<file path="src/rtl/sysio_pkg.sv">
package sysio_pkg;
  localparam int DATA_W   = 8;
  localparam int CTL_W    = 4;
  localparam int NUM_LOCK = 2;

  typedef enum logic [2:0] {
    RD_ZERO    = 3'd0,
    RD_ONES    = 3'd1,
    RD_SPECIAL = 3'd2,
    RD_CTL     = 3'd3,
    RD_MAP     = 3'd4,
    RD_CONST   = 3'd5
  } rdSel_e;

  typedef struct packed {
    logic                wrSpecial;
    logic                wrDisk;
    logic                wrCtl;
    logic                wrMap;
    logic                cacheInv;
    logic [NUM_LOCK-1:0] lockTog;
    logic                rdEn;
    rdSel_e              rdSel;
    logic [DATA_W-1:0]   constVal;
    logic                err;
  } ctlStrobe_t;
endpackage

</file>
<file path="src/rtl/sysio_decode.sv">
module sysio_decode
  import sysio_pkg::*;
#(
  parameter int ADDR_W = 16,
  parameter logic [ADDR_W-1:0] SPECIAL_PORT = 'h0092,
  parameter logic [ADDR_W-1:0] WIN_BASE     = 'h0800,
  parameter int                WIN_SIZE     = 'h52,
  parameter logic [ADDR_W-1:0] REG_CPU      = 'h0800,
  parameter logic [ADDR_W-1:0] REG_FEAT     = 'h0802,
  parameter logic [ADDR_W-1:0] REG_STAT     = 'h0803,
  parameter logic [ADDR_W-1:0] REG_DISK     = 'h0808,
  parameter logic [ADDR_W-1:0] REG_EQUIP    = 'h080C,
  parameter logic [ADDR_W-1:0] REG_XFEAT    = 'h0810,
  parameter logic [ADDR_W-1:0] LOCK_BASE    = 'h0810,
  parameter int                LOCK_STRIDE  = 2,
  parameter logic [ADDR_W-1:0] REG_INV      = 'h0814,
  parameter logic [ADDR_W-1:0] REG_KEY      = 'h0818,
  parameter logic [ADDR_W-1:0] REG_CTL      = 'h081C,
  parameter logic [ADDR_W-1:0] REG_CACHE    = 'h0823,
  parameter logic [ADDR_W-1:0] REG_MAP      = 'h0850,
  parameter logic [DATA_W-1:0] VAL_CPU      = 8'hEF,
  parameter logic [DATA_W-1:0] VAL_FEAT     = 8'hAD,
  parameter logic [DATA_W-1:0] VAL_STAT     = 8'hE0,
  parameter logic [DATA_W-1:0] VAL_EQUIP    = 8'h3C,
  parameter logic [DATA_W-1:0] VAL_XFEAT    = 8'h39,
  parameter logic [DATA_W-1:0] VAL_KEY      = 8'h00,
  parameter logic [DATA_W-1:0] VAL_CACHE    = 8'h03
) (
  input  logic [ADDR_W-1:0] ioAddr,
  input  logic              ioRd,
  input  logic              ioWr,
  output ctlStrobe_t        strobe
);
  localparam logic [ADDR_W:0] WIN_END = {1'b0, WIN_BASE} + (ADDR_W+1)'(WIN_SIZE);

  logic                inWin;
  logic [NUM_LOCK-1:0] lockHit;

  assign inWin = ({1'b0, ioAddr} >= {1'b0, WIN_BASE}) && ({1'b0, ioAddr} < WIN_END);

  for (genvar g = 0; g < NUM_LOCK; g++) begin : gLock
    localparam logic [ADDR_W-1:0] LADDR = ADDR_W'(LOCK_BASE + ADDR_W'(g * LOCK_STRIDE));
    assign lockHit[g] = ioWr && (ioAddr == LADDR);
  end

  always_comb begin
    strobe         = '0;
    strobe.lockTog = lockHit;
    if (ioWr) begin
      if (ioAddr == SPECIAL_PORT) begin
        strobe.wrSpecial = 1'b1;
      end else if (inWin) begin
        case (ioAddr)
          REG_CPU, REG_FEAT, REG_STAT: ;
          REG_DISK: strobe.wrDisk   = 1'b1;
          REG_INV:  strobe.cacheInv = 1'b1;
          REG_CTL:  strobe.wrCtl    = 1'b1;
          REG_MAP:  strobe.wrMap    = 1'b1;
          default:  strobe.err      = ~(|lockHit);
        endcase
      end
    end else if (ioRd) begin
      strobe.rdEn = 1'b1;
      if (ioAddr == SPECIAL_PORT) begin
        strobe.rdSel = RD_SPECIAL;
      end else if (inWin) begin
        strobe.rdSel = RD_CONST;
        case (ioAddr)
          REG_CPU:   strobe.constVal = VAL_CPU;
          REG_FEAT:  strobe.constVal = VAL_FEAT;
          REG_STAT:  strobe.constVal = VAL_STAT;
          REG_EQUIP: strobe.constVal = VAL_EQUIP;
          REG_XFEAT: strobe.constVal = VAL_XFEAT;
          REG_KEY:   strobe.constVal = VAL_KEY;
          REG_CACHE: strobe.constVal = VAL_CACHE;
          REG_INV:   strobe.rdSel    = RD_ONES;
          REG_CTL:   strobe.rdSel    = RD_CTL;
          REG_MAP:   strobe.rdSel    = RD_MAP;
          default: begin
            strobe.rdSel = RD_ONES;
            strobe.err   = 1'b1;
          end
        endcase
      end else begin
        strobe.rdSel = RD_ZERO;
      end
    end
  end
endmodule

</file>
<file path="src/rtl/sysio_regs.sv">
module sysio_regs
  import sysio_pkg::*;
(
  input  logic                clk,
  input  logic                rstN,
  input  logic [DATA_W-1:0]   ioWdata,
  input  ctlStrobe_t          strobe,
  output logic [DATA_W-1:0]   ioRdata,
  output logic                resetReq,
  output logic                leMode,
  output logic                diskLed,
  output logic [NUM_LOCK-1:0] lockTog,
  output logic                cacheInv,
  output logic                mapMode,
  output logic                accErr
);
  logic [CTL_W-1:0]  ctlQ;
  logic [DATA_W-1:0] rdNext;

  always_comb begin
    case (strobe.rdSel)
      RD_ONES:    rdNext = '1;
      RD_SPECIAL: rdNext = DATA_W'({leMode, 1'b0});
      RD_CTL:     rdNext = DATA_W'(ctlQ);
      RD_MAP:     rdNext = DATA_W'(mapMode);
      RD_CONST:   rdNext = strobe.constVal;
      default:    rdNext = '0;
    endcase
  end

  always_ff @(posedge clk) begin
    if (!rstN) begin
      ioRdata  <= '0;
      resetReq <= 1'b0;
      leMode   <= 1'b0;
      diskLed  <= 1'b0;
      ctlQ     <= '0;
      mapMode  <= 1'b0;
      lockTog  <= '0;
      cacheInv <= 1'b0;
      accErr   <= 1'b0;
    end else begin
      if (strobe.rdEn)      ioRdata  <= rdNext;
      if (strobe.wrSpecial) begin
        resetReq <= ioWdata[0];
        leMode   <= ioWdata[1];
      end
      if (strobe.wrDisk)    diskLed  <= ioWdata[0];
      if (strobe.wrCtl)     ctlQ     <= ioWdata[CTL_W-1:0];
      if (strobe.wrMap)     mapMode  <= ioWdata[0];
      lockTog  <= strobe.lockTog;
      cacheInv <= strobe.cacheInv;
      accErr   <= strobe.err;
    end
  end
endmodule

</file>
<file path="src/rtl/sysio_regbank.sv">
module sysio_regbank
  import sysio_pkg::*;
#(
  parameter int ADDR_W = 16,
  parameter logic [ADDR_W-1:0] SPECIAL_PORT = 'h0092,
  parameter logic [ADDR_W-1:0] WIN_BASE     = 'h0800,
  parameter int                WIN_SIZE     = 'h52,
  parameter logic [ADDR_W-1:0] REG_DISK     = 'h0808,
  parameter logic [ADDR_W-1:0] LOCK_BASE    = 'h0810,
  parameter int                LOCK_STRIDE  = 2,
  parameter logic [ADDR_W-1:0] REG_INV      = 'h0814,
  parameter logic [ADDR_W-1:0] REG_MAP      = 'h0850
) (
  input  logic                clk,
  input  logic                rstN,
  input  logic [ADDR_W-1:0]   ioAddr,
  input  logic                ioRd,
  input  logic                ioWr,
  input  logic [DATA_W-1:0]   ioWdata,
  output logic [DATA_W-1:0]   ioRdata,
  output logic                resetReq,
  output logic                leMode,
  output logic                diskLed,
  output logic [NUM_LOCK-1:0] lockTog,
  output logic                cacheInv,
  output logic                mapMode,
  output logic                accErr
);
  localparam logic [ADDR_W:0] WIN_END = {1'b0, WIN_BASE} + (ADDR_W+1)'(WIN_SIZE);

  ctlStrobe_t strobe;
  logic       inWinNow;

  assign inWinNow = ({1'b0, ioAddr} >= {1'b0, WIN_BASE}) && ({1'b0, ioAddr} < WIN_END);

  sysio_decode #(
    .ADDR_W(ADDR_W), .SPECIAL_PORT(SPECIAL_PORT), .WIN_BASE(WIN_BASE),
    .WIN_SIZE(WIN_SIZE), .REG_DISK(REG_DISK), .LOCK_BASE(LOCK_BASE),
    .LOCK_STRIDE(LOCK_STRIDE), .REG_INV(REG_INV), .REG_MAP(REG_MAP)
  ) uDecode (
    .ioAddr(ioAddr), .ioRd(ioRd), .ioWr(ioWr), .strobe(strobe)
  );

  sysio_regs uRegs (
    .clk(clk), .rstN(rstN), .ioWdata(ioWdata), .strobe(strobe),
    .ioRdata(ioRdata), .resetReq(resetReq), .leMode(leMode),
    .diskLed(diskLed), .lockTog(lockTog), .cacheInv(cacheInv),
    .mapMode(mapMode), .accErr(accErr)
  );

  // special port write sets reset request from bit 0
  a_r2_reset_req: assert property (@(posedge clk) disable iff (!rstN)
    (ioWr && ioAddr == SPECIAL_PORT) |=> (resetReq == $past(ioWdata[0])));

  // endian flag moves only on a special port write
  a_r2_endian_hold: assert property (@(posedge clk) disable iff (!rstN)
    !$past(ioWr && ioAddr == SPECIAL_PORT) |-> $stable(leMode));

  // disk indicator moves only on its own write
  a_r4_disk_hold: assert property (@(posedge clk) disable iff (!rstN)
    !$past(ioWr && ioAddr == REG_DISK) |-> $stable(diskLed));

  // map mode follows bit 0 of its write and holds otherwise
  a_r6_map_set: assert property (@(posedge clk) disable iff (!rstN)
    (ioWr && ioAddr == REG_MAP) |=> (mapMode == $past(ioWdata[0])));
  a_r6_map_hold: assert property (@(posedge clk) disable iff (!rstN)
    !$past(ioWr && ioAddr == REG_MAP) |-> $stable(mapMode));

  // each lock pulse is caused by a write to its own port
  for (genvar g = 0; g < NUM_LOCK; g++) begin : gLockChk
    localparam logic [ADDR_W-1:0] LADDR = ADDR_W'(LOCK_BASE + ADDR_W'(g * LOCK_STRIDE));
    a_r7_lock_cause: assert property (@(posedge clk) disable iff (!rstN)
      lockTog[g] |-> $past(ioWr && ioAddr == LADDR));
  end

  // cache invalidate only follows a write to its port
  a_r8_inv_cause: assert property (@(posedge clk) disable iff (!rstN)
    cacheInv |-> $past(ioWr && ioAddr == REG_INV));

  // error strobe only follows an access inside the window
  a_r9_err_cause: assert property (@(posedge clk) disable iff (!rstN)
    accErr |-> $past((ioWr || ioRd) && inWinNow));

  // accesses outside the block never raise an error
  a_r10_outside_quiet: assert property (@(posedge clk) disable iff (!rstN)
    $past(!inWinNow) |-> !accErr);

  // read data holds without a read strobe
  a_r11_rdata_hold: assert property (@(posedge clk) disable iff (!rstN)
    !$past(ioRd) |-> $stable(ioRdata));

  // single strobe per cycle assumed at the bus
  a_r11_one_strobe: assert property (@(posedge clk) disable iff (!rstN)
    !(ioRd && ioWr));
endmodule

</file>
<file path="config.mk">
export PLATFORM = sky130hd
export DESIGN_NAME = sysio_regbank
export DESIGN_NICKNAME = d
export VERILOG_FILES = /design/src/rtl/sysio_pkg.sv /design/src/rtl/sysio_decode.sv /design/src/rtl/sysio_regs.sv /design/src/rtl/sysio_regbank.sv
export SDC_FILE = /design/constraint.sdc
export NUM_CORES = 1
export LEC_CHECK = 0
export BUFFER_PORTS_ARGS = -buffer_cell sky130_fd_sc_hd__buf_2
export CAP_MARGIN = 20
export CORE_MARGIN = 4
export CORE_UTILIZATION = 45
export CTS_BUF_LIST = sky130_fd_sc_hd__clkbuf_2 sky130_fd_sc_hd__clkbuf_4 sky130_fd_sc_hd__clkbuf_8
export DETAILED_ROUTE_END_ITERATION = 10
export PLACE_DENSITY = 0.8
export SYNTH_ARGS = -nofsm -noshare
export SYNTH_HDL_FRONTEND = slang
export SYNTH_SLANG_ARGS = --single-unit
</file>
<file path="constraint.sdc">
create_clock -name clk -period 4.6 [get_ports clk]
set_input_delay 0.23 -clock clk [delete_from_list [all_inputs] [get_ports clk]]
set_output_delay 0.23 -clock clk [all_outputs]
set_load 0.05 [all_outputs]
</file>
==> results.py, run 1 <==
metrics = {
    "routing": {
        "met2_length_microns": 1520,
        "viasPerCell": 5.79,
        "dr_wl_met3_microns": 187,
        "ant_nets": 0,
        "firstDrtPassIters": 4,
        "vias": 1302,
        "wl_microns": 3190,
        "wl_met1_microns": 1460,
        "drc": 0,
        "highest_layer": "met4",
        "routedWlPerCell_microns": 14.2,
        "drt_iter0_drc": 41,
    },
    "synthesis": {
        "ys_seq_area_share_pct": 31.0,
        "yosysTopAreaCell": "dfxtp_1",
        "yosys-top-cells-count": "dfxtp_1 (20), nand2_1 (15), nor2_1 (11)",
        "yosysMostFrequentCell": "dfxtp_1",
        "synth_edf_count": 0,
        "async_flop_share_pct": 0,
        "synthesis.nets": 191,
        "synth_top_flop_cell": "dfxtp_1",
        "synth_cell_types": 49,
        "synth_area_per_cell_sq_um": 7.93,
        "ys_warn_count": 0,
        "ys_top_cells_by_area": "dfxtp_1 (31%), mux2i_1 (5.4%), nand2_1 (4.4%)",
        "synth_cells": 163,
        "synthDominantCellAreaShare_pct": 31.0,
        "ys_ff_latch": 20,
        "syn_area_sq_um": 1290,
    },
    "power_and_ir_drop": {
        "netSwitchingFraction_pct": 23.4,
        "p_int_w": 0.000279,
        "share_seq_of_total_power_pct": 47.5,
        "p_leak_nw": 0.641,
        "vdd_drop_max_uv": 215,
        "p_total_w": 0.000364,
        "power_frac_comb_pct": 12.3,
        "pwr-share-clk_pct": 40.2,
        "p_per_area_nw_per_um2": 238,
        "p_switching_w": 0.0000852,
    },
    "sta": {
        "hold_violations": 0,
        "slew_headroom_pct": 57.7,
        "clock.fmax_ghz": 0.484,
        "finalCriticalPeriod_ns": 2.07,
        "fin_tns_setup_ns": 0,
        "finalWorstSetupSlack_ns": 2.53,
        "setup_viol": 0,
        "rsz0062_at_grt": "no",
        "skew_ns": 0.000235,
        "max_slew.worst_pin.slew_ns": 0.624,
        "timing.final.crit_share_pct": 44.9,
        "maxSlewViolCount": 0,
    },
    "clocking": {
        "cts_hold_buf": 0,
        "cts_setup_buffers": 0,
        "cts_resized": 0,
        "insertion_delay_ns": 0.30,
        "cts_tree": "done",
        "cts_root_buf": "clkbuf_4",
        "clk_pin_slew_ns": 0.12,
        "numClockSinks": 20,
        "cts_buffers": 3,
        "cts_max_level": 1,
        "cts_buffer_depth": 2,
    },
    "worst_setup_path": {
        "r2r_setup_slack_ns": 3.74,
        "reg2reg_from": "uRegs.leMode",
        "cp_max_fo": 12,
        "timing_worst_setup_path_type": "input pin to flip-flop",
        "path_cells": "buf_2, or2_1, o311ai_2, nand3b_2, or4b_4, a211o_1, o211ai_1",
        "required_ns": 4.84,
        "crit_path_end_kind": "flip-flop",
        "crit_path_start_kind": "input pin",
        "worstPathArrival_ns": 2.30,
        "worstRegToRegCells": 4,
        "crit_buf_inv": 1,
        "cpPeakStageDelay_ns": 0.59,
        "cp_slowest_cell": "or4b_4",
        "r2r_end": "uRegs.ioRdata[1]",
        "crit_family": "simple AND/OR/NAND/NOR gates",
    },
    "worst_hold_path": {
        "min-delay-start": "ioWdata[1]",
        "whs_path_depth": 3,
        "hold_class": "input pin to flip-flop",
        "min_to": "uRegs.leMode",
    },
    "placement": {
        "gp_congestion": 0.968,
        "dpl.hpwl_microns": 2510,
        "placed_area_sq_um": 1480,
        "portBuffers": 39,
        "place_ws_ns": 2.23,
    },
    "floorplan": {
        "fp.dieW_microns": 61.6,
        "io_pins": 44,
        "die_h_microns": 61.6,
        "initial_core_util_pct": 46.9,
        "core_area_sq_um": 2760,
        "die_area_sq_um": 3790,
        "rows": 19,
    },
    "layout": {
        "postLayoutCoreUtil_pct": 55.5,
        "nets": 223,
        "layout-drive-gt1-share_pct": 27.3,
        "area_delta_synth_final_pct": 18.4,
        "reg_top3": "uRegs.ioRdata x8, uRegs.ctlQ x4, uRegs.lockTog x2",
        "largest_reg_flops": 8,
        "top_register": "uRegs.ioRdata",
        "final_cell_area_sq_um": 1530,
        "diodes": 0,
    },
    "global_route": {
        "grt_pass1_vias": 1170,
        "grt-ovfl-total": 0,
        "grt_usage_pct": 18.0,
        "grt_max_degree": 20,
        "grt_pass1_wl_microns": 5240,
        "grt_antenna_before_repair": 0,
    },
    "status": {
        "status": "finished, final reports clean",
    },
    "job": {
        "cap_violations": 0,
    },
}
[through the flow]
| step | hold WS [ns] | std cells |
|---|---|---|
| floorplan | 0.381 | 163 |
| global placement | 0.435 | 221 |
| detailed placement | 0.441 | 221 |
| CTS | 0.181 | 225 |
| global route | 0.184 | 225 |
| finish | 0.177 | 225 |
[layout by cell type, fill, tap and decap left out, types with 3 or more instances in the layout]
cell type  instances
nand2b_1           4
nor3_1             7
nor2b_1            8
nand2_1           15
clkbuf_4           3
o21ai_1            7
nor3b_1            3
nand4_1            5
mux2i_1            7
inv_1              3
a21boi_1           3
nor2_1            11
nand3_1            8
dfxtp_1           20
or2_2              3
a21oi_1            5
buf_2             39
[logic make-up (layout without fill, tap and decap cells)]
group           count (synthesis)  in the layout  share of synthesized area, %
compound gates                 34             34                          18.4
xor+xnor                        1              1                         0.678
buf+inv                        16             47                          4.94
flops                          20             20                          31.0
mux                             7              7                          5.42
simple gates                   85             85                          39.6
[how the worst max path moves through the flow]
| stage | start | end | slack, ns | cells past startpoint |
|---|---|---|---|---|
| final | ioAddr[3] | uRegs.ioRdata[3] | 2.53 | 7 |
| after global routing | ioAddr[5] | uRegs.ioRdata[4] | 2.37 | 7 |
| after CTS | ioAddr[3] | uRegs.ioRdata[3] | 2.55 | 7 |
| after detailed placement | ioAddr[3] | uRegs.ioRdata[3] | 2.23 | 7 |
| after global placement | ioAddr[5] | uRegs.ioRdata[4] | 2.24 | 7 |
| after floorplan | ioAddr[3] | uRegs.ioRdata[3] | 2.62 | 6 |
[cell type report]
type | instances | area [sq um]
multi-input cells | 127 | 828
clock buffers | 3 | 22.5
clock inverters | 1 | 30.0
flip-flops and latches | 20 | 400
repair buffers | 39 | 195
well taps | 31 | 38.8
fillers | 272 | 1230
inverters | 4 | 15.0
[power by group through the flow]
stage	combinational [W]	clock [W]	sequential, W
after detailed placement	0.0000441	0	0.000177
after CTS	0.0000443	0.000148	0.000173
after floorplan	0.0000276	0	0.000177
after global placement	0.0000440	0	0.000177
final	0.0000447	0.000147	0.000173
after global routing	0.0000489	0.000157	0.000173
[worst min-delay path, stage by stage]
cell and delay [ns]:
buf_2 0.11, nand3_1 0.06, a21boi_1 0.05
[layer usage]
metal  vias to the layer above  GRT usage (%)
li1                        664              -
met1                       597           23.6
met2                        39           30.8
met3                         2           2.94
met4                         0           4.55
met5                         -              0
No activity file was read; power rests on OpenSTA's default activity.
==> inputs of run 2 (changes only) <==
- PLACE_DENSITY: 0.8 -> 0.83
- clock period: 4.6 -> 1.9 ns (I/O delays scaled with it)
==> run 2 against run 1 <==
  * Critical endpoint is now uRegs.ctlQ[1]
  * Largest cell class unchanged
  * Combinational power increased to 3.3 times the previous value
  * Worst hold slack worse by 0.12 ns
  * First-iteration DRC count is 22% lower
==> results.py, run 2 (same netlist as run 1, synthesis figures left out) <==
metrics = {
    "status": {
        "status": "finished, final reports clean",
    },
    "layout": {
        "diodes": 0,
        "final_common_cell": "buf_2",
        "layout-drive-gt1-share_pct": 37.9,
        "largest_reg_flops": 8,
        "nets": 257,
        "layout_common_cells": "buf_2 (39), buf_4 (33), dfxtp_1 (20)",
        "top_register": "uRegs.ioRdata",
        "reg_top3": "uRegs.ioRdata x8, uRegs.ctlQ x4, uRegs.lockTog x2",
        "area_delta_synth_final_pct": 36.8,
    },
    "placement": {
        "portBuffers": 39,
        "gp_congestion": 1.00,
        "dpl.hpwl_microns": 2960,
    },
    "floorplan": {
        "rows": 19,
        "core_area_sq_um": 2760,
        "io_pins": 44,
        "fp.dieW_microns": 61.6,
        "die_h_microns": 61.6,
        "die_area_sq_um": 3790,
        "initial_core_util_pct": 46.9,
    },
    "clocking": {
        "numClockSinks": 20,
        "cts_buffer_depth": 2,
        "cts_max_level": 1,
        "insertion_delay_ns": 0.29,
        "cts_setup_buffers": 0,
        "cts_hold_buf": 0,
        "cts_root_buf": "clkbuf_4",
        "cts_resized": 0,
        "cts_tree": "done",
        "cts_buffers": 3,
        "clk_pin_slew_ns": 0.10,
    },
    "sta": {
        "slew_headroom_pct": 71.1,
        "hold_violations": 0,
        "setup_viol": 0,
        "timing.final.crit_share_pct": 91.9,
        "finalCriticalPeriod_ns": 1.75,
        "max_slew.worst_pin.slew_ns": 0.430,
        "whs_ns": 0.0539,
        "clock.fmax_ghz": 0.573,
        "rsz0062_at_grt": "no",
        "maxSlewViolCount": 0,
        "skew_ns": 0.000371,
    },
    "global_route": {
        "grt_pass1_vias": 1331,
        "grt_antenna_before_repair": 0,
        "grt_pass1_wl_microns": 5800,
        "grt_max_degree": 20,
        "grt-ovfl-total": 0,
        "grt_usage_pct": 20.5,
    },
    "worst_hold_path": {
        "min-delay-start": "ioWdata[3]",
        "hold_class": "input pin to flip-flop",
    },
    "worst_setup_path": {
        "required_ns": 2.10,
        "cp_slowest_cell": "or4_1",
        "crit_path_start_kind": "input pin",
        "worstPathArrival_ns": 1.94,
        "cpPeakStageDelay_ns": 0.68,
        "path_cells": "buf_2, or2_1, o311ai_2, nand3_1, or4_1, mux2i_1, nor2b_1",
        "crit_path_end_kind": "flip-flop",
        "startpoint": "ioAddr[3]",
        "cp.depth": 7,
        "crit_family": "simple AND/OR/NAND/NOR gates",
        "worstRegToRegCells": 2,
        "cp_max_fo": 4,
        "r2r_setup_slack_ns": 0.95,
        "reg2reg_from": "uRegs.mapMode",
        "crit_buf_inv": 1,
        "timing_worst_setup_path_type": "input pin to flip-flop",
        "r2r_end": "uRegs.ioRdata[0]",
        "crit_path_end": "uRegs.ctlQ[1]",
    },
    "routing": {
        "drt_iter0_drc": 32,
        "wl_microns": 3650,
        "ant_nets": 0,
        "drc": 0,
        "viasPerCell": 5.74,
        "routedWlPerCell_microns": 14.1,
        "firstDrtPassIters": 4,
        "vias": 1482,
    },
    "job": {
        "cap_violations": 0,
    },
    "power_and_ir_drop": {
        "p_per_area_nw_per_um2": 430,
        "p_leak_nw": 0.795,
        "p_total_w": 0.000761,
        "vdd_drop_max_uv": 536,
    },
}
-- run 2: cell types whose count changed in the layout (fill, tap and decap cells not counted) --
cell | previous run | this run
buf_4 | 0 | 33
buf_12 | 0 | 1
bufinv_16 | 1 | 0
-- run 2: power by group --
group / switching [W] / internal (W)
logic: 0.0000750 / 0.0000734
clock network: 0.000120 / 0.0000738
registers: 0.0000000321 / 0.000419
total: 0.000195 / 0.000566
-- run 2: worst min-delay path by stage --
| stage | endpoint | slack, ns | depth (start not counted) |
|---|---|---|---|
| final | uRegs.ctlQ[3] | 0.05 | 3 |
| after global routing | uRegs.ctlQ[2] | 0.04 | 3 |
| after CTS | uRegs.ctlQ[3] | 0.05 | 3 |
| after detailed placement | uRegs.ctlQ[3] | 0.36 | 3 |
| after global placement | uRegs.ctlQ[3] | 0.35 | 3 |
| after floorplan | uRegs.leMode | 0.25 | 2 |
-- run 2: metal layers --
| layer | share of wire [%] | GRT usage (%) | vias to the layer above |
|---|---|---|---|
| li1 | - | - | 729 |
| met1 | 44 | 27.2 | 687 |
| met4 | 1.0 | 4.85 | 0 |
| met5 | 0 | 0 | - |
| met2 | 48 | 33.9 | 62 |
| met3 | 6.9 | 4.61 | 4 |
-- run 2: layout make-up --
type                            count  area [sq um]
Fill cell                         253           990
Multi-Input combinational cell    127           828
Timing Repair Buffer               73           463
Sequential cell                    20           400
Tap cell                           31          38.8
Clock buffer                        3          22.5
Inverter                            4          15.0
-- run 2: stage by stage --
stage | area (sq um) | setup TNS (ns) | instances | setup WS [ns] | util [%]
after global placement | 1750 | -0.731 | 255 | -0.0865 | 63.3
after floorplan | 1290 | 0 | 163 | 0.0506 | -
after CTS | 1770 | 0 | 258 | 0.160 | 64.1
final | 1770 | 0 | 258 | 0.154 | 64.1
after global routing | 1770 | 0 | 258 | 0.0779 | 64.1
after detailed placement | 1750 | -1.18 | 255 | -0.157 | 63.3
-- run 2: worst register-to-register path, stage by stage, from the launching register on --
cell and delay [ns]:
dfxtp_1 0.39, o21ai_0 0.12, o41ai_1 0.32
